===== src/rtl/addr_window_pkg.sv =====
`timescale 1ns/1ps
package addr_window_pkg;

   localparam int SETUP_W = 16;
   localparam logic [SETUP_W-1:0] SETUP_DEF = 16'h1867;

   typedef enum logic [1:0] {
      ROM_OFF = 2'b00,
      ROM_16K = 2'b01,
      ROM_32K = 2'b10,
      ROM_64K = 2'b11
   } rom_size_e;

   typedef struct packed {
      logic [2:0] io_hi;     // A15..A13
      logic [4:0] io_mid;    // A9..A5
      rom_size_e  rom_sz;
      logic [4:0] rom_base;  // RA18..RA14
      logic       spare;
   } setup_t;

endpackage


===== src/rtl/aw_setup_reg.sv =====
`timescale 1ns/1ps
module aw_setup_reg #(
   parameter int W = 16,
   parameter logic [W-1:0] RST_VAL = '0
) (
   input  logic           clk,
   input  logic           rst,
   input  logic           lock,
   input  logic           ld,
   input  logic [W-1:0]   ld_data,
   input  logic           we,
   input  logic [W/8-1:0] be,
   input  logic [W-1:0]   wdata,
   output logic [W-1:0]   q
);
   localparam int NB = W / 8;

   for (genvar g = 0; g < NB; g++) begin : g_lane
      always_ff @(posedge clk) begin
         if (rst)
            q[g*8 +: 8] <= RST_VAL[g*8 +: 8];
         else if (ld)
            q[g*8 +: 8] <= ld_data[g*8 +: 8];
         else if (we && be[g] && !lock)
            q[g*8 +: 8] <= wdata[g*8 +: 8];
      end
   end
endmodule


===== src/rtl/aw_io_match.sv =====
`timescale 1ns/1ps
module aw_io_match #(
   parameter int AW    = 16,
   parameter int OFS_W = 4
) (
   input  logic [AW-1:0]    addr,
   input  logic [2:0]       base_hi,
   input  logic [4:0]       base_mid,
   output logic             hit,
   output logic [OFS_W-1:0] ofs
);
   logic hi_eq, mid_eq, zeros_ok;

   always_comb begin
      hi_eq    = (addr[15:13] == base_hi);
      mid_eq   = (addr[9:5] == base_mid);
      zeros_ok = (addr[12:10] == 3'b000) && !addr[4];
      hit      = hi_eq && mid_eq && zeros_ok;
      ofs      = hit ? addr[OFS_W-1:0] : '0;
   end
endmodule


===== src/rtl/aw_rom_match.sv =====
`timescale 1ns/1ps
module aw_rom_match
   import addr_window_pkg::*;
#(
   parameter int AW = 24
) (
   input  logic [AW-1:0] addr,
   input  logic          rd_n,
   input  rom_size_e     sz,
   input  logic [4:0]    base,
   output logic          hit
);
   logic [4:0] cmp_mask;
   logic       span_eq, page_ok;

   always_comb begin
      unique case (sz)
         ROM_16K: cmp_mask = 5'b11111;
         ROM_32K: cmp_mask = 5'b11110;
         ROM_64K: cmp_mask = 5'b11100;
         default: cmp_mask = 5'b00000;
      endcase
      span_eq = ((addr[18:14] ^ base) & cmp_mask) == 5'b00000;
      page_ok = addr[19] && (addr[AW-1:20] == '0);
      hit     = (sz != ROM_OFF) && span_eq && page_ok && !rd_n;
   end
endmodule


===== src/rtl/aw_irq_route.sv =====
`timescale 1ns/1ps
module aw_irq_route #(
   parameter int N = 4,
   localparam int SW = $clog2(N)
) (
   input  logic          req,
   input  logic [SW-1:0] sel,
   output logic [N-1:0]  oe,
   output logic [N-1:0]  dout
);
   for (genvar p = 0; p < N; p++) begin : g_pin
      assign oe[p]   = (sel == SW'(p));
      assign dout[p] = oe[p] & req;
   end
endmodule


===== src/rtl/addr_window_dec.sv =====
`timescale 1ns/1ps
module addr_window_dec
   import addr_window_pkg::*;
#(
   parameter int IO_AW  = 16,
   parameter int MEM_AW = 24,
   parameter int N_IRQ  = 4,
   localparam int OFS_W = 4,
   localparam int SEL_W = $clog2(N_IRQ),
   localparam int NB    = SETUP_W / 8
) (
   input  logic              clk,
   input  logic              rst,
   input  logic              card_mode,
   input  logic              cfg_load,
   input  logic [SETUP_W-1:0] cfg_word,
   input  logic              host_we,
   input  logic [NB-1:0]     host_be,
   input  logic [SETUP_W-1:0] host_wdata,
   input  logic [IO_AW-1:0]  io_addr,
   output logic              io_sel,
   output logic [OFS_W-1:0]  io_ofs,
   input  logic [MEM_AW-1:0] mem_addr,
   input  logic              mem_rd_n,
   output logic              rom_sel,
   input  logic              irq_req,
   input  logic [SEL_W-1:0]  irq_sel,
   output logic [N_IRQ-1:0]  irq_oe,
   output logic [N_IRQ-1:0]  irq_out
);
   if (IO_AW != 16) begin : g_bad_io
      $error("addr_window_dec: IO_AW must be 16");
   end
   if (MEM_AW != 24) begin : g_bad_mem
      $error("addr_window_dec: MEM_AW must be 24");
   end
   if (N_IRQ < 2 || (1 << SEL_W) != N_IRQ) begin : g_bad_irq
      $error("addr_window_dec: N_IRQ must be a power of two, at least 2");
   end

   logic [SETUP_W-1:0] setup_q;
   setup_t             setup_s;
   setup_t             def_s;
   logic [2:0]         eff_hi;
   logic [4:0]         eff_mid;

   aw_setup_reg #(.W(SETUP_W), .RST_VAL(SETUP_DEF)) u_setup (
      .clk    (clk),
      .rst    (rst),
      .lock   (card_mode),
      .ld     (cfg_load),
      .ld_data(cfg_word),
      .we     (host_we),
      .be     (host_be),
      .wdata  (host_wdata),
      .q      (setup_q)
   );

   assign setup_s = setup_t'(setup_q);
   assign def_s   = setup_t'(SETUP_DEF);
   assign eff_hi  = card_mode ? def_s.io_hi  : setup_s.io_hi;
   assign eff_mid = card_mode ? def_s.io_mid : setup_s.io_mid;

   aw_io_match #(.AW(IO_AW), .OFS_W(OFS_W)) u_io (
      .addr    (io_addr),
      .base_hi (eff_hi),
      .base_mid(eff_mid),
      .hit     (io_sel),
      .ofs     (io_ofs)
   );

   aw_rom_match #(.AW(MEM_AW)) u_rom (
      .addr(mem_addr),
      .rd_n(mem_rd_n),
      .sz  (setup_s.rom_sz),
      .base(setup_s.rom_base),
      .hit (rom_sel)
   );

   aw_irq_route #(.N(N_IRQ)) u_irq (
      .req (irq_req),
      .sel (irq_sel),
      .oe  (irq_oe),
      .dout(irq_out)
   );
endmodule


===== config.mk =====
export PLATFORM = sky130hd
export DESIGN_NAME = addr_window_dec
export DESIGN_NICKNAME = d
export VERILOG_FILES = /design/src/rtl/addr_window_pkg.sv /design/src/rtl/aw_setup_reg.sv /design/src/rtl/aw_io_match.sv /design/src/rtl/aw_rom_match.sv /design/src/rtl/aw_irq_route.sv /design/src/rtl/addr_window_dec.sv
export SDC_FILE = /design/constraint.sdc
export NUM_CORES = 1
export LEC_CHECK = 0
export BUFFER_PORTS_ARGS = -buffer_cell sky130_fd_sc_hd__buf_2
export CAP_MARGIN = 20
export CELL_PAD_IN_SITES_DETAIL_PLACEMENT = 0
export CELL_PAD_IN_SITES_GLOBAL_PLACEMENT = 1
export CORE_MARGIN = 1.5
export CORE_UTILIZATION = 26
export CTS_BUF_LIST = sky130_fd_sc_hd__clkbuf_8
export CTS_CLUSTER_SIZE = 12
export DETAILED_ROUTE_END_ITERATION = 8
export GPL_TIMING_DRIVEN = 0
export HOLD_SLACK_MARGIN = 0.06
export PLACE_DENSITY_LB_ADDON = 0.15
export SLEW_MARGIN = 20
export SYNTH_ARGS = -nofsm -noshare
export SYNTH_HDL_FRONTEND = slang
export SYNTH_SLANG_ARGS = --single-unit

===== constraint.sdc =====
create_clock -name clk -period 1.95 [get_ports clk]
set_input_delay 0.195 -clock clk [delete_from_list [all_inputs] [get_ports clk]]
set_output_delay 0.195 -clock clk [all_outputs]
set_load 0.02 [all_outputs]

Word level (Yosys, flattened, before mapping)
Cells that the tools add are included.
{"block": "word_totals", "output_inout_bits": 14, "register_bits": 16, "inputBits": 83}
{"block": "op_classes", "eq_ne": 8, "bitwise": 6, "reduce_logical": 21, "muxes": 8}
{"operator": "8-bit two-way mux", "n": 4}
{"operator": "5-bit one-hot mux with 3 select lines", "n": 1}
{"operator": "1-bit logical AND", "n": 11}
{"operator": "2-bit equality test (second input constant)", "n": 4}
{"operator": "2-bit nonzero test", "n": 3}
{"operator": "5-bit bitwise AND", "n": 1}
{"operator": "5-bit equality test", "n": 1}
{"operator": "5-bit zero test", "n": 1}
{"operator": "5-bit two-way mux", "n": 1}
{"operator": "5-bit bitwise XOR", "n": 1}
{"operator": "1-bit bitwise AND", "n": 4}
{"operator": "2-bit by 1-bit equality test with 1-bit output (second input constant)", "n": 2}
{"operator": "4-bit zero test", "n": 1}
{"operator": "4-bit two-way mux", "n": 1}
{"operator": "3-bit equality test", "n": 1}
{"operator": "1-bit zero test", "n": 3}
{"operator": "3-bit zero test", "n": 1}
{"operator": "3-bit two-way mux", "n": 1}
{"operator": "2-bit zero test", "n": 1}

Longest topological paths before layout
{"block": "logic_depth", "depth_word": 7, "depth_mapped": 6, "ltp_nobuf": 5}

By module
Synthesis repeated with hierarchy kept, for this count alone.
{"block": "unflattened", "cells_unflattened": 139, "area_unflattened_um2": 1268.7}
{"mod": "aw_setup_reg", "cells_each": 85, "n_inst": 1, "area_per_inst_um2": 867.1, "seq_area_each_um2": 320.3}
{"mod": "aw_io_match", "cells_each": 22, "n_inst": 1, "area_per_inst_um2": 166.4, "seq_area_each_um2": 0.0}
{"mod": "aw_rom_match", "cells_each": 16, "n_inst": 1, "area_per_inst_um2": 130.1, "seq_area_each_um2": 0.0}
{"mod": "aw_irq_route", "cells_each": 8, "n_inst": 1, "area_per_inst_um2": 55.1, "seq_area_each_um2": 0.0}
{"mod": "addr_window_dec", "cells_each": 8, "n_inst": 1, "area_per_inst_um2": 50.0, "seq_area_each_um2": 0.0}

Worst setup path before layout
Ideal clock, no wire load.
{"block": "synth_timing", "path_kind": "reg-to-output", "startpoint": "register u_setup.q[6]", "endpoint": "output port rom_sel", "slack_ns": 0.294, "stages_incl_launch_ff": 6, "arrival_ns": 1.461, "path_cell_list": "dfxtp_1 inv_1 ha_1 nor4_1 nand4_1 a211oi_1"}
{"block": "synth_via", "elab_chain_len": 7, "word_cells_on_any_way": 10}
{"item": "from (decl)", "line": "aw_setup_reg.sv:14", "text": "output logic [W-1:0] q"}
{"item": "from (signal, indexed assignment)", "line": "aw_setup_reg.sv:21", "text": "q[g*8 +: 8] <= RST_VAL[g*8 +: 8];"}
{"item": "from (signal, indexed assignment)", "line": "aw_setup_reg.sv:23", "text": "q[g*8 +: 8] <= ld_data[g*8 +: 8];"}
{"item": "from (signal, indexed assignment)", "line": "aw_setup_reg.sv:25", "text": "q[g*8 +: 8] <= wdata[g*8 +: 8];"}
{"item": "2-bit equality test / 2-bit by 1-bit equality test with 1-bit output (equally long branches)", "line": "aw_rom_match.sv:17", "text": "unique case (sz)"}
{"item": "5-bit one-hot mux with 3 select lines", "line": "aw_rom_match.sv:17"}
{"item": "5-bit bitwise AND", "line": "aw_rom_match.sv:23", "text": "span_eq = ((addr[18:14] ^ base) & cmp_mask) == 5'b00000;"}
{"item": "5-bit zero test", "line": "aw_rom_match.sv:23"}
{"item": "1-bit logical AND (*) (3 in series)", "line": "aw_rom_match.sv:25", "text": "hit = (sz != ROM_OFF) && span_eq && page_ok && !rd_n;"}
{"item": "to (decl)", "line": "addr_window_dec.sv:25", "text": "output logic rom_sel,"}
Mark *: on every way between the ends. The rest lies on a longest branch, timed or not.

Final worst setup path
{"block": "layout_timing", "startpoint": "register u_setup.q[8]", "endpoint": "output port io_ofs[3]"}
{"block": "layout_via", "elab_chain_len": 5}
{"item": "5-bit two-way mux", "line": "addr_window_dec.sv:62", "text": "assign eff_mid = card_mode ? def_s.io_mid : setup_s.io_mid;"}
{"item": "5-bit equality test", "line": "aw_io_match.sv:16", "text": "mid_eq = (addr[9:5] == base_mid);"}
{"item": "1-bit logical AND (2 in series)", "line": "aw_io_match.sv:18", "text": "hit = hi_eq && mid_eq && zeros_ok;"}
{"item": "4-bit two-way mux", "line": "aw_io_match.sv:19", "text": "ofs = hit ? addr[OFS_W-1:0] : '0;"}
{"item": "to (decl)", "line": "addr_window_dec.sv:22", "text": "output logic [OFS_W-1:0] io_ofs,"}
Every way passes these cells.

==> impl_metrics.json <==
{
  "synth.avg_cell_area_um2": 8.52,
  "avgViaCountPerCell": 4.61,
  "seqPwrFrac_pct": 41.2,
  "dr.pass1.iters": 4,
  "irDropWorstVdd_mv": 0.314,
  "drive_above_1_share_pct": 50.5,
  "floorplan.initialDensity_pct": 27.5,
  "cts_buffer_depth": 2,
  "worst_pin_slew_ns": 0.453,
  "final.setup.tns_ns": -0.127,
  "num_rows": 23,
  "drtAntennaViolNets": 0,
  "largest_register_ffs": 15,
  "ys_warn_count": 0,
  "combPwrFrac_pct": 29.6,
  "path_class": "reg2out",
  "portBuffers": 79,
  "vias": 1227,
  "gp_congestion": 0.734,
  "min_period_over_period_pct": 102,
  "die_area_um2": 4690,
  "fmax_mhz": 504,
  "seq_area_frac_synth_pct": 26.9,
  "rsz0062_at_grt": "yes",
  "cp.arrival_ns": 1.79,
  "clock_skew_ns": 0,
  "min_period_ns": 1.99,
  "required_ns": 1.75,
  "clock-sinks": 15,
  "synthCells": 131,
  "total_leakage_power_nw": 0.855,
  "grt_max_degree": 11,
  "powerDensity_nw_per_um2": 495,
  "cts_tree": "done",
  "gr-total-overflow": 0,
  "multi_input_area_um2": 815,
  "clk_pin_slew_ns": 0.06,
  "switching_share_pct": 28.9,
  "final_cells": 266,
  "critPathCaptureType": "primary output",
  "grt_pass1_wl_um": 4650,
  "hpwl_um": 2590,
  "synth_nets": 217,
  "fp.dieH_um": 68.5,
  "nets": 303,
  "grt_pass1_vias": 1107,
  "violations": "setup timing",
  "setup_slack_ns": -0.0357,
  "drc": 0,
  "syn_to_final_growth_pct": 54.7,
  "largest-register": "u_setup.q",
  "io_pins": 97,
  "hold_buffers": 0,
  "ys.flop_type": "dfxtp_1",
  "seqCellArea_um2": 308,
  "num_antenna_cells": 0,
  "die_w_um": 68.5,
  "drt_wl_total_um": 3190,
  "wire_per_inst_um": 12.0,
  "p_int_uw": 607,
  "dp.cells": 260,
  "setup_viol": 5,
  "nFillCells": 436,
  "cap_violations": 0,
  "core_um2": 4060,
  "switching_power_uw": 247,
  "clkPwrFrac_pct": 29.1,
  "synth_edf_count": 0,
  "first_iter_violations": 31,
  "clk_latency_ns": 0.24,
  "synth_async_sr_flop_share_pct": 0,
  "slew_viol_final": 0,
  "start_kind": "flop",
  "final_hold_viol_count": 0,
  "cts_root_buf": "clkbuf_8",
  "track_usage_pct": 12.9,
  "hold_class": "in2reg",
  "critPathMaxFanout": 5,
  "synth-seq-cells": 15,
  "outcome": "complete, but fails checks",
  "netlist_area_um2": 1120,
  "synth_cell_types": 37,
  "largestRegisters": "u_setup.q (15)",
  "relSlewSlack_pct": 69.8,
  "htreeDepth": 1,
  "cts_inserted_buffers": 3,
  "antenna_found_initial": 0
}
[Yosys cell counts (2+ instances only)]
library cell  count  area (um2)
nor2_1           18        67.6
dfxtp_1          15         300
a211oi_1         14         105
mux2i_1          11         110
inv_1             6        22.5
nor2b_1           6        37.5
and3_1            5        31.3
nand2b_1          5        31.3
o21bai_1          5        37.5
buf_2             4        20.0
xnor2_1           4        35.0
a21oi_1           3        15.0
ha_1              3        37.5
xor2_1            3        26.3
a21o_1            2        15.0
a31oi_1           2        12.5
and2_1            2        12.5
mux2_2            2        22.5
nand2_1           2        7.51
nand4_1           2        12.5
[layer usage]
layer  part of all wire (%)  GRT usage [%]
met5                      0              0
met4                      0          0.750
met3                    7.3           3.57
met2                     50           23.3
met1                     42           15.8
[power groups by stage]
stage	combinational, mW	clock, mW	sequential, mW
floorplan	0.137	0	0.353
global placement	0.232	0	0.358
detailed placement	0.238	0	0.359
CTS	0.248	0.256	0.351
global route	0.282	0.273	0.355
finish	0.253	0.249	0.352
[worst max-delay path, stage by stage (launching register included)]
cell and delay [ns]:
dfxtp_2 0.32, or4_4 0.51, o22ai_2 0.16, o221a_2 0.26
and3_4 0.19, buf_6 0.11
[metrics by stage]
stage	total power, mW	area, um2	hold slack [ns]	util, %	setup WS (ns)
floorplan	0.490	1120	0.296	-	0.294
global placement	0.590	1570	0.475	38.8	0.151
detailed placement	0.597	1570	0.466	38.8	0.110
CTS	0.856	1680	0.210	41.5	-0.0424
global route	0.909	1730	0.225	42.6	-0.0875
finish	0.854	1730	0.214	42.6	-0.0357
[final cells by class]
type                    instances  area share, %
plain buffers                   6           2.03
clock buffers                   3           2.39
clock inverters                 1          0.290
inverters                       6           1.30
multi-input cells             104           47.2
flip-flops and latches         15           17.8
well taps                      50           3.62
repair buffers                 81           25.4
[logic make-up after synthesis]
family / share of synthesized area (%)
and+or+nand+nor: 24.4
AOI/OAI and AO/OA: 22.8
DFF: 26.9
muxes: 11.9
buffers and inverters: 5.16
xor gates and xnor gates: 5.49
adders and majority gates: 3.36
[placed cells by master, fill, tap and decap left out, types with 3 or more instances in the layout]
cell type / instances
nor2b_1: 6
xor2_1: 3
buf_4: 3
and3_4: 3
nand2b_1: 5
inv_1: 6
xnor2_1: 4
a21oi_1: 3
clkbuf_8: 3
buf_2: 78
a211oi_1: 13
buf_6: 5
mux2i_1: 11
ha_1: 3
dfxtp_1: 11
dfxtp_2: 3
nor2_1: 18
o21bai_1: 5
[final timing paths]
| kind | cells past startpoint | endpoint | slack (ns) | from |
|---|---|---|---|---|
| worst max-delay path | 5 | io_ofs[3] | -0.04 | u_setup.q[8] |
| worst min-delay path | 2 | u_setup.q[12] | 0.21 | rst |
| worst max register to register | 3 | u_setup.q[11] | 1.18 | u_setup.q[11] |
| worst min register to register | 2 | u_setup.q[12] | 0.51 | u_setup.q[12] |
[timing repair]
| action | in CTS | in global routing |
|---|---|---|
| endpoints found under the setup margin | 5 | 6 |
| setup buffers | 2 | 0 |
| hold endpoints to repair | 0 | 0 |
| resized for setup | 13 | 10 |
| pin swaps | 4 | 9 |
No activity file was read; power rests on OpenSTA's default activity.
